File: config.mk
export PLATFORM = sky130hd
export DESIGN_NAME = dual_ref_prescaler
export DESIGN_NICKNAME = d
export VERILOG_FILES = /design/src/rtl/refsel_pkg.sv /design/src/rtl/refsel_edge_sync.sv /design/src/rtl/refsel_div_core.sv /design/src/rtl/refsel_path.sv /design/src/rtl/dual_ref_prescaler.sv
export SDC_FILE = /design/constraint.sdc
export NUM_CORES = 1
export LEC_CHECK = 0
export BUFFER_PORTS_ARGS = -buffer_cell sky130_fd_sc_hd__buf_2
export CORE_MARGIN = 2
export CORE_UTILIZATION = 54
export DETAILED_ROUTE_END_ITERATION = 10
export PLACE_DENSITY = 0.8
export SLEW_MARGIN = 40
export SYNTH_ARGS = -nofsm -noshare
export SYNTH_HDL_FRONTEND = slang
export SYNTH_HIERARCHICAL = 1
export SYNTH_SLANG_ARGS = --single-unit
File: constraint.sdc
create_clock -name clk -period 2.75 [get_ports clk]
set_clock_uncertainty 0.05 [all_clocks]
set_input_delay 0.1375 -clock clk [delete_from_list [all_inputs] [get_ports clk]]
set_output_delay 0.1375 -clock clk [all_outputs]
set_load 0.01 [all_outputs]
File: src/rtl/refsel_pkg.sv
package refsel_pkg;

    typedef enum logic {
        PATH_A = 1'b0,
        PATH_B = 1'b1
    } path_e;

    localparam int NUM_PATHS = 2;

endpackage

File: src/rtl/refsel_edge_sync.sv
module refsel_edge_sync #(
    parameter int STAGES = 2
) (
    input  logic clk,
    input  logic rst_n,
    input  logic raw_in,
    output logic rise
);
    localparam int CHAIN_W = STAGES + 1;

    typedef struct packed {
        logic [CHAIN_W-1:0] chain;
    } sync_st_t;

    sync_st_t st_d, st_q;

    always_comb begin
        st_d       = st_q;
        st_d.chain = {st_q.chain[CHAIN_W-2:0], raw_in};
    end

    always_ff @(posedge clk or negedge rst_n) begin
        if (!rst_n) st_q <= '0;
        else        st_q <= st_d;
    end

    assign rise = st_q.chain[STAGES-1] & ~st_q.chain[STAGES];

endmodule

File: src/rtl/refsel_div_core.sv
module refsel_div_core #(
    parameter int DIV_W = 12,
    parameter int TMO_W = 16
) (
    input  logic             clk,
    input  logic             rst_n,
    input  logic             rise,
    input  logic             restart,
    input  logic [DIV_W-1:0] div_req,
    input  logic [TMO_W-1:0] tmo_limit,
    output logic             pulse,
    output logic             ok,
    output logic [DIV_W-1:0] div_act
);
    localparam int CW = DIV_W + 1;

    typedef struct packed {
        logic [DIV_W-1:0] cnt;
        logic [DIV_W-1:0] act;
        logic [TMO_W-1:0] tmr;
        logic             ok;
        logic             pulse;
    } div_st_t;

    div_st_t st_d, st_q;
    logic    load;

    always_comb begin
        st_d       = st_q;
        st_d.pulse = 1'b0;
        load       = 1'b0;
        if (restart) begin
            st_d.cnt = '0;
            st_d.act = div_req;
            st_d.tmr = '0;
            st_d.ok  = 1'b0;
        end else begin
            load = (st_q.act == '0);
            if (rise && st_q.act != '0) begin
                if ({1'b0, st_q.cnt} + CW'(1) >= {1'b0, st_q.act}) begin
                    st_d.pulse = 1'b1;
                    st_d.cnt   = '0;
                    load       = 1'b1;
                end else begin
                    st_d.cnt = st_q.cnt + DIV_W'(1);
                end
            end
            if (load) st_d.act = div_req;
            if (rise) begin
                st_d.tmr = '0;
                st_d.ok  = (st_d.act != '0);
            end else if (st_q.tmr >= tmo_limit) begin
                st_d.ok = 1'b0;
            end else begin
                st_d.tmr = st_q.tmr + TMO_W'(1);
            end
            if (st_d.act == '0) st_d.ok = 1'b0;
        end
    end

    always_ff @(posedge clk or negedge rst_n) begin
        if (!rst_n) st_q <= '0;
        else        st_q <= st_d;
    end

    assign pulse   = st_q.pulse;
    assign ok      = st_q.ok;
    assign div_act = st_q.act;

endmodule

File: src/rtl/refsel_path.sv
module refsel_path #(
    parameter int N_STREAMS = 32,
    parameter int SEL_W     = 6,
    parameter int DIV_W     = 12,
    parameter int TMO_W     = 16,
    parameter int STAGES    = 2
) (
    input  logic                 clk,
    input  logic                 rst_n,
    input  logic [N_STREAMS-1:0] streams,
    input  logic                 ext_ref,
    input  logic [SEL_W-1:0]     sel,
    input  logic [DIV_W-1:0]     div_req,
    input  logic [TMO_W-1:0]     tmo_limit,
    output logic                 pulse,
    output logic                 ok,
    output logic [DIV_W-1:0]     div_act
);
    typedef struct packed {
        logic [SEL_W-1:0] sel;
    } path_st_t;

    path_st_t st_d, st_q;
    logic     raw_ref;
    logic     rise;
    logic     restart;

    always_comb begin
        raw_ref = 1'b0;
        for (int i = 0; i < N_STREAMS; i++) begin
            if (sel == SEL_W'(i)) raw_ref = streams[i];
        end
        if (sel == SEL_W'(N_STREAMS)) raw_ref = ext_ref;
    end

    always_comb begin
        st_d     = st_q;
        st_d.sel = sel;
        restart  = (sel != st_q.sel);
    end

    always_ff @(posedge clk or negedge rst_n) begin
        if (!rst_n) st_q <= '0;
        else        st_q <= st_d;
    end

    refsel_edge_sync #(.STAGES(STAGES)) u_sync (
        .clk    (clk),
        .rst_n  (rst_n),
        .raw_in (raw_ref),
        .rise   (rise)
    );

    refsel_div_core #(.DIV_W(DIV_W), .TMO_W(TMO_W)) u_div (
        .clk       (clk),
        .rst_n     (rst_n),
        .rise      (rise),
        .restart   (restart),
        .div_req   (div_req),
        .tmo_limit (tmo_limit),
        .pulse     (pulse),
        .ok        (ok),
        .div_act   (div_act)
    );

endmodule

File: src/rtl/dual_ref_prescaler.sv
module dual_ref_prescaler
    import refsel_pkg::*;
#(
    parameter int N_STREAMS = 32,
    parameter int SEL_W     = $clog2(N_STREAMS + 2),
    parameter int DIV_W     = 12,
    parameter int TMO_W     = 16
) (
    input  logic                 clk,
    input  logic                 rst_n,
    input  logic [N_STREAMS-1:0] stream_clk,
    input  logic                 ext_ref_a,
    input  logic                 ext_ref_b,
    input  logic [SEL_W-1:0]     src_sel_a,
    input  logic [SEL_W-1:0]     src_sel_b,
    input  logic [DIV_W-1:0]     div_a,
    input  logic [DIV_W-1:0]     div_b,
    input  logic [TMO_W-1:0]     tmo_limit,
    input  logic                 use_b,
    output logic                 ref_pulse_a,
    output logic                 ref_pulse_b,
    output logic                 ref_ok_a,
    output logic                 ref_ok_b,
    output logic                 pll_ref,
    output logic                 pll_ref_ok,
    output logic                 pll_src_b
);
    logic [NUM_PATHS-1:0] ext_v;
    logic [SEL_W-1:0]     sel_v  [NUM_PATHS];
    logic [DIV_W-1:0]     div_v  [NUM_PATHS];
    logic [DIV_W-1:0]     act_v  [NUM_PATHS];
    logic [NUM_PATHS-1:0] pulse_v;
    logic [NUM_PATHS-1:0] ok_v;
    logic [DIV_W-1:0]     act_div_a;
    logic [DIV_W-1:0]     act_div_b;

    assign ext_v    = {ext_ref_b, ext_ref_a};
    assign sel_v[0] = src_sel_a;
    assign sel_v[1] = src_sel_b;
    assign div_v[0] = div_a;
    assign div_v[1] = div_b;

    for (genvar gi = 0; gi < NUM_PATHS; gi++) begin : g_path
        refsel_path #(
            .N_STREAMS (N_STREAMS),
            .SEL_W     (SEL_W),
            .DIV_W     (DIV_W),
            .TMO_W     (TMO_W)
        ) u_path (
            .clk       (clk),
            .rst_n     (rst_n),
            .streams   (stream_clk),
            .ext_ref   (ext_v[gi]),
            .sel       (sel_v[gi]),
            .div_req   (div_v[gi]),
            .tmo_limit (tmo_limit),
            .pulse     (pulse_v[gi]),
            .ok        (ok_v[gi]),
            .div_act   (act_v[gi])
        );
    end

    assign act_div_a = act_v[0];
    assign act_div_b = act_v[1];

    typedef struct packed {
        path_e cur;
        logic  ref_o;
        logic  ok_o;
    } sw_st_t;

    sw_st_t st_d, st_q;
    path_e  want;

    always_comb begin
        st_d = st_q;
        want = use_b ? PATH_B : PATH_A;
        if (want != st_q.cur && pulse_v[want]) st_d.cur = want;
        st_d.ref_o = pulse_v[st_d.cur];
        st_d.ok_o  = ok_v[st_d.cur];
    end

    always_ff @(posedge clk or negedge rst_n) begin
        if (!rst_n) st_q <= '{cur: PATH_A, ref_o: 1'b0, ok_o: 1'b0};
        else        st_q <= st_d;
    end

    assign ref_pulse_a = pulse_v[0];
    assign ref_pulse_b = pulse_v[1];
    assign ref_ok_a    = ok_v[0];
    assign ref_ok_b    = ok_v[1];
    assign pll_ref     = st_q.ref_o;
    assign pll_ref_ok  = st_q.ok_o;
    assign pll_src_b   = (st_q.cur == PATH_B);

endmodule

Word-level counts from Yosys, hierarchy flattened
Cells that the tools add are included.
- bits in registers: 105
- word-level logic and storage cells: 223
- output and inout bits: 7
- eq/ne operators: 69
- bitwise operators: 4
- reductions and logical operators: 17
- order comparisons: 6
- add/subtract/negate cells: 6
- multiplexer cells: 104
- operators by type and width (kind ; count):
    6-bit by 5-bit == test with 1-bit output (second input constant) ; 32
    6-bit by 4-bit == test with 1-bit output (second input constant) ; 16
    12-bit 2-to-1 mux ; 8
    1-bit 2-to-1 mux ; 90
    41-bit 2-to-1 mux ; 2
    6-bit by 3-bit == test with 1-bit output (second input constant) ; 8
    12-bit zero test ; 4
    12-bit nonzero test ; 4
    17-bit 2-to-1 mux ; 2
    16-bit by 1-bit adder with 16-bit output (second input constant) ; 2
    16-bit greater-or-equal comparator ; 2
    16-bit 2-to-1 mux ; 2
    12-bit by 1-bit adder with 13-bit output (second input constant) ; 2
    13-bit by 12-bit greater-or-equal comparator with 1-bit output ; 2
    12-bit by 1-bit adder with 12-bit output (second input constant) ; 2
    6-bit by 2-bit == test with 1-bit output (second input constant) ; 4
    6-bit by 1-bit == test with 1-bit output (second input constant) ; 2
    6-bit == test (second input constant) ; 2
    6-bit zero test ; 2
    6-bit != test ; 2
    4-bit nonzero test ; 2
    3-bit by 2-bit != test with 1-bit output (second input constant) ; 2
    1-bit by 2-bit < comparator with 1-bit output (second input constant) ; 2
    2-bit nonzero test ; 2
    other kinds (4) ; 8

Logic depth before layout (Yosys ltp)
- depth in word-level cells: 34
- depth in mapped cells: 13
- mapped depth without buffers: 12

By module
Netlist, hierarchy kept.
- by module, submodules not included (module ; cells each ; instances ; area an instance (um^2)):
    refsel_div_core at g_path[1].u_path.u_div ; 328 ; 1 ; 2946.6
    refsel_div_core at g_path[0].u_path.u_div ; 322 ; 1 ; 2930.3
    refsel_path ; 102 ; 2 ; 858.3
    refsel_edge_sync ; 4 ; 2 ; 88.8
    dual_ref_prescaler ; 11 ; 1 ; 125.1

Least setup slack after synthesis
Ideal clock, no wire load.
- path kind: flip-flop to flip-flop
- start: register g_path[1].u_path/u_div/st_q[33] (netlist bit)
- end: register g_path[1].u_path.u_div.st_q (netlist bit g_path[1].u_path/u_div/div_act[10])
- data required time: 2.572 ns
- cell stages (with the launch flop): 14
- arrival: 2.852 ns
- slack: -0.280 ns
- setup time: 0.128 ns
- path buffers: 2
- period minus slack after synthesis: 3.030 ns
- cells stage by stage: dfrtp_1 > buf_2 > and3_1 > and3_1 > and3_1 > xor2_1 > ha_1 > o21ai_0 > o21bai_1 > a211oi_1 > o31a_2 > o211ai_2 > buf_2 > mux2_1
- RTL lines (item ; line ; RTL):
    start, declared ; refsel_div_core.sv:25 ; div_st_t st_d, st_q;
    start signal, assigned ; refsel_div_core.sv:63 ; else st_q <= st_d;

==> reports/metrics.yaml <==
floorplan:
  die_y_um: 123.5
  die_w_um: 123.5
  pin_count: 96
  start_util: 0.5537
  rows: 43
  core_area_um2: 13930
  die-area_um2: 15260
sta:
  rsz0062_at_grt: "yes"
  fin_crit_ns: 3.473
  finalSetupViolations: 40
  finalWorstSetupSlack_ns: -0.7232
  fin_crit_sh: 1.263
  hold_violations: 0
  worst_pin_slew_ns: 1.171
  max_freq_mhz: 287.9
  slew_headroom: 0.2164
  slew_violations: 0
  fin_tns_setup_ns: -15.10
layout:
  drive_above_1_share: 0.2989
  antennaDiodeCount: 0
  n_fill_cell: 965
  final_nets: 1173
  area_delta_synth_final_pct: 28.99
  final_area_um2: 9953
clock_network:
  clk_latency_ns: 0.36
  cts_sinks: 105
  path_clk_slew_ns: 0.08
  cts_buffers: 9
  clk_path_buf_depth: 2
  cts_root_buffer: "clkbuf_16"
  h-tree-depth: 3
  cts_tree: "done"
placement:
  dpl_cell_area_um2: 8611
  place_hpwl_um: 14140
  io_buffers: 95
  gp_congestion: 0.9045
route:
  wl_per_cell_um: 19.74
  wirelength_um: 23820
  vias: 7632
  ant_nets: 0
  dr.pass1.iters: 7
  vias_per_cell: 6.323
  drcViolationCount: 0
  drtIter0Drc: 645
setup_path:
  crit_fanout: 5
  cp.required_ns: 2.94
  critPathMaxStageDelay_ns: 0.43
  path_buf_inv: 2
  end_kind: "flop"
  slowest_stage: "dfrtp_1"
  crit_type: "flop to flop"
  cpMostUsedCell: "a211oi_2"
  critPathLaunchType: "flop"
  crit_chain: "nand3_1, buf_4, nor2_1, xor2_1, ha_2, a211oi_2, o21bai_2, a211oi_2, o31a_2, o211ai_4, clkbuf_16, mux2_2"
  crit_family: "compound AO/OA/AOI/OAI gates"
  arrival_ns: 3.66
grt:
  overflow: 0
  grt_pass1_vias: 6925
  grt_use_total: 0.2698
  grt_max_degree: 50
  grt_pass1_wl_um: 32600
  antenna_found_initial: 0
pwr:
  total_power_mw: 3.538
  ir_drop_uv: 430.7
  cellLeakagePower_nw: 4.590
  power_density_nw_per_um2: 355.5
synthesis:
  synth_nets: 1000
  netlist_instances: 849
  syn_area_per_cell_um2: 9.089
  syn_area_um2: 7716
  yosys_warnings: 6
outcome:
  status: "finished, violations left"
  failed_checks: "negative setup slack"
flow_run:
  maxCapViolations: 0
hold_path:
  hp-class: "primary input to flop"
[worst paths after layout]
path,slack (ns),startpoint,endpoint,depth (start not counted)
min in group asynchronous,0.29,rst_n,g_path[1].u_path/u_div/st_q[11],2
max in group asynchronous,1.57,rst_n,g_path[0].u_path/u_div/ok,3
setup / recovery,-0.72,g_path[1].u_path/u_div/st_q[30],g_path[1].u_path/u_div/div_act[2],12
setup reg to reg,-0.72,g_path[1].u_path/u_div/st_q[30],g_path[1].u_path/u_div/div_act[2],12
hold / removal,0.01,div_b[4],g_path[1].u_path/u_div/div_act[4],2
hold reg to reg,0.31,g_path[1].u_path/u_sync/st_q[0],g_path[1].u_path/u_sync/st_q[1],0
[where the power goes]
part | switching, mW | total (mW) | internal, mW | leakage [nW]
clock network | 0.605 | 1.37 | 0.761 | 0.148
registers | 0.0368 | 1.62 | 1.59 | 1.38
logic | 0.317 | 0.549 | 0.232 | 3.07
total | 0.958 | 3.54 | 2.58 | 4.59
[cell usage in the layout, fill, tap and decap left out, types with 21 or more instances in the layout]
master / count
a21oi_1: 47
buf_2: 94
buf_4: 65
dfrtp_1: 104
dlygate4sd3_1: 30
ha_1: 54
inv_1: 67
nand2_1: 59
nand3_1: 36
nor2_1: 33
o21ai_0: 28
or3_1: 21
[flip-flops by register name (all words and copies together), names as in the netlist, named ones only]
| register | count |
|---|---|
| g_path.u_path/u_div/st_q | 56 |
| g_path.u_path/u_div/div_act | 24 |
| g_path.u_path/st_q | 12 |
| g_path.u_path/u_sync/st_q | 6 |
| g_path.u_path/u_div/ok | 2 |
| g_path.u_path/u_div/pulse | 2 |
| pll_ref | 1 |
| pll_ref_ok | 1 |
[layout make-up]
cell class                 instances  area, µm²  share of cell area
multi-input combinational        639       5096              0.5120
sequential                       105       2629              0.2641
clock buffer                      11      252.7             0.02539
clock inverter                     5      62.56            0.006285
inverter                          67      251.5             0.02527
tap                              180      225.2             0.02263
timing repair buffer             200       1436              0.1443
[metal layers]
layer,wire length [µm],part of all wire,vias to the layer above,GRT usage
li1,-,-,3488,-
met1,9403,0.39,3640,0.3421
met2,11440,0.48,413,0.4694
met3,1938,0.081,91,0.05120
met4,1042,0.044,0,0.07457
met5,0,0,-,0
[metrics by stage]
step | cells | hold WS [ns] | utilization | worst slack [ns]
2_1_floorplan | 849 | -0.2081 | - | -0.1735
3_3_place_gp | 1135 | 0.1498 | 0.6179 | -0.1039
3_5_place_dp | 1135 | 0.1578 | 0.6179 | -0.2361
4_1_cts | 1186 | 0.001276 | 0.6742 | -0.2029
5_1_grt | 1207 | 0.003160 | 0.7143 | -0.7729
6_report | 1207 | 0.01427 | 0.7143 | -0.7232
[repair_timing]
action | 4_1_cts | 5_1_grt
endpoints found under the setup margin | 31 | 60
resized for setup | 26 | 65
buffers inserted | 4 | 21
pin swaps | 14 | 37
gates cloned | 1 | 2
hold buffers | 30 | 0
hold endpoints to repair | 76 | 0
No activity file was read; power rests on OpenSTA's default activity.
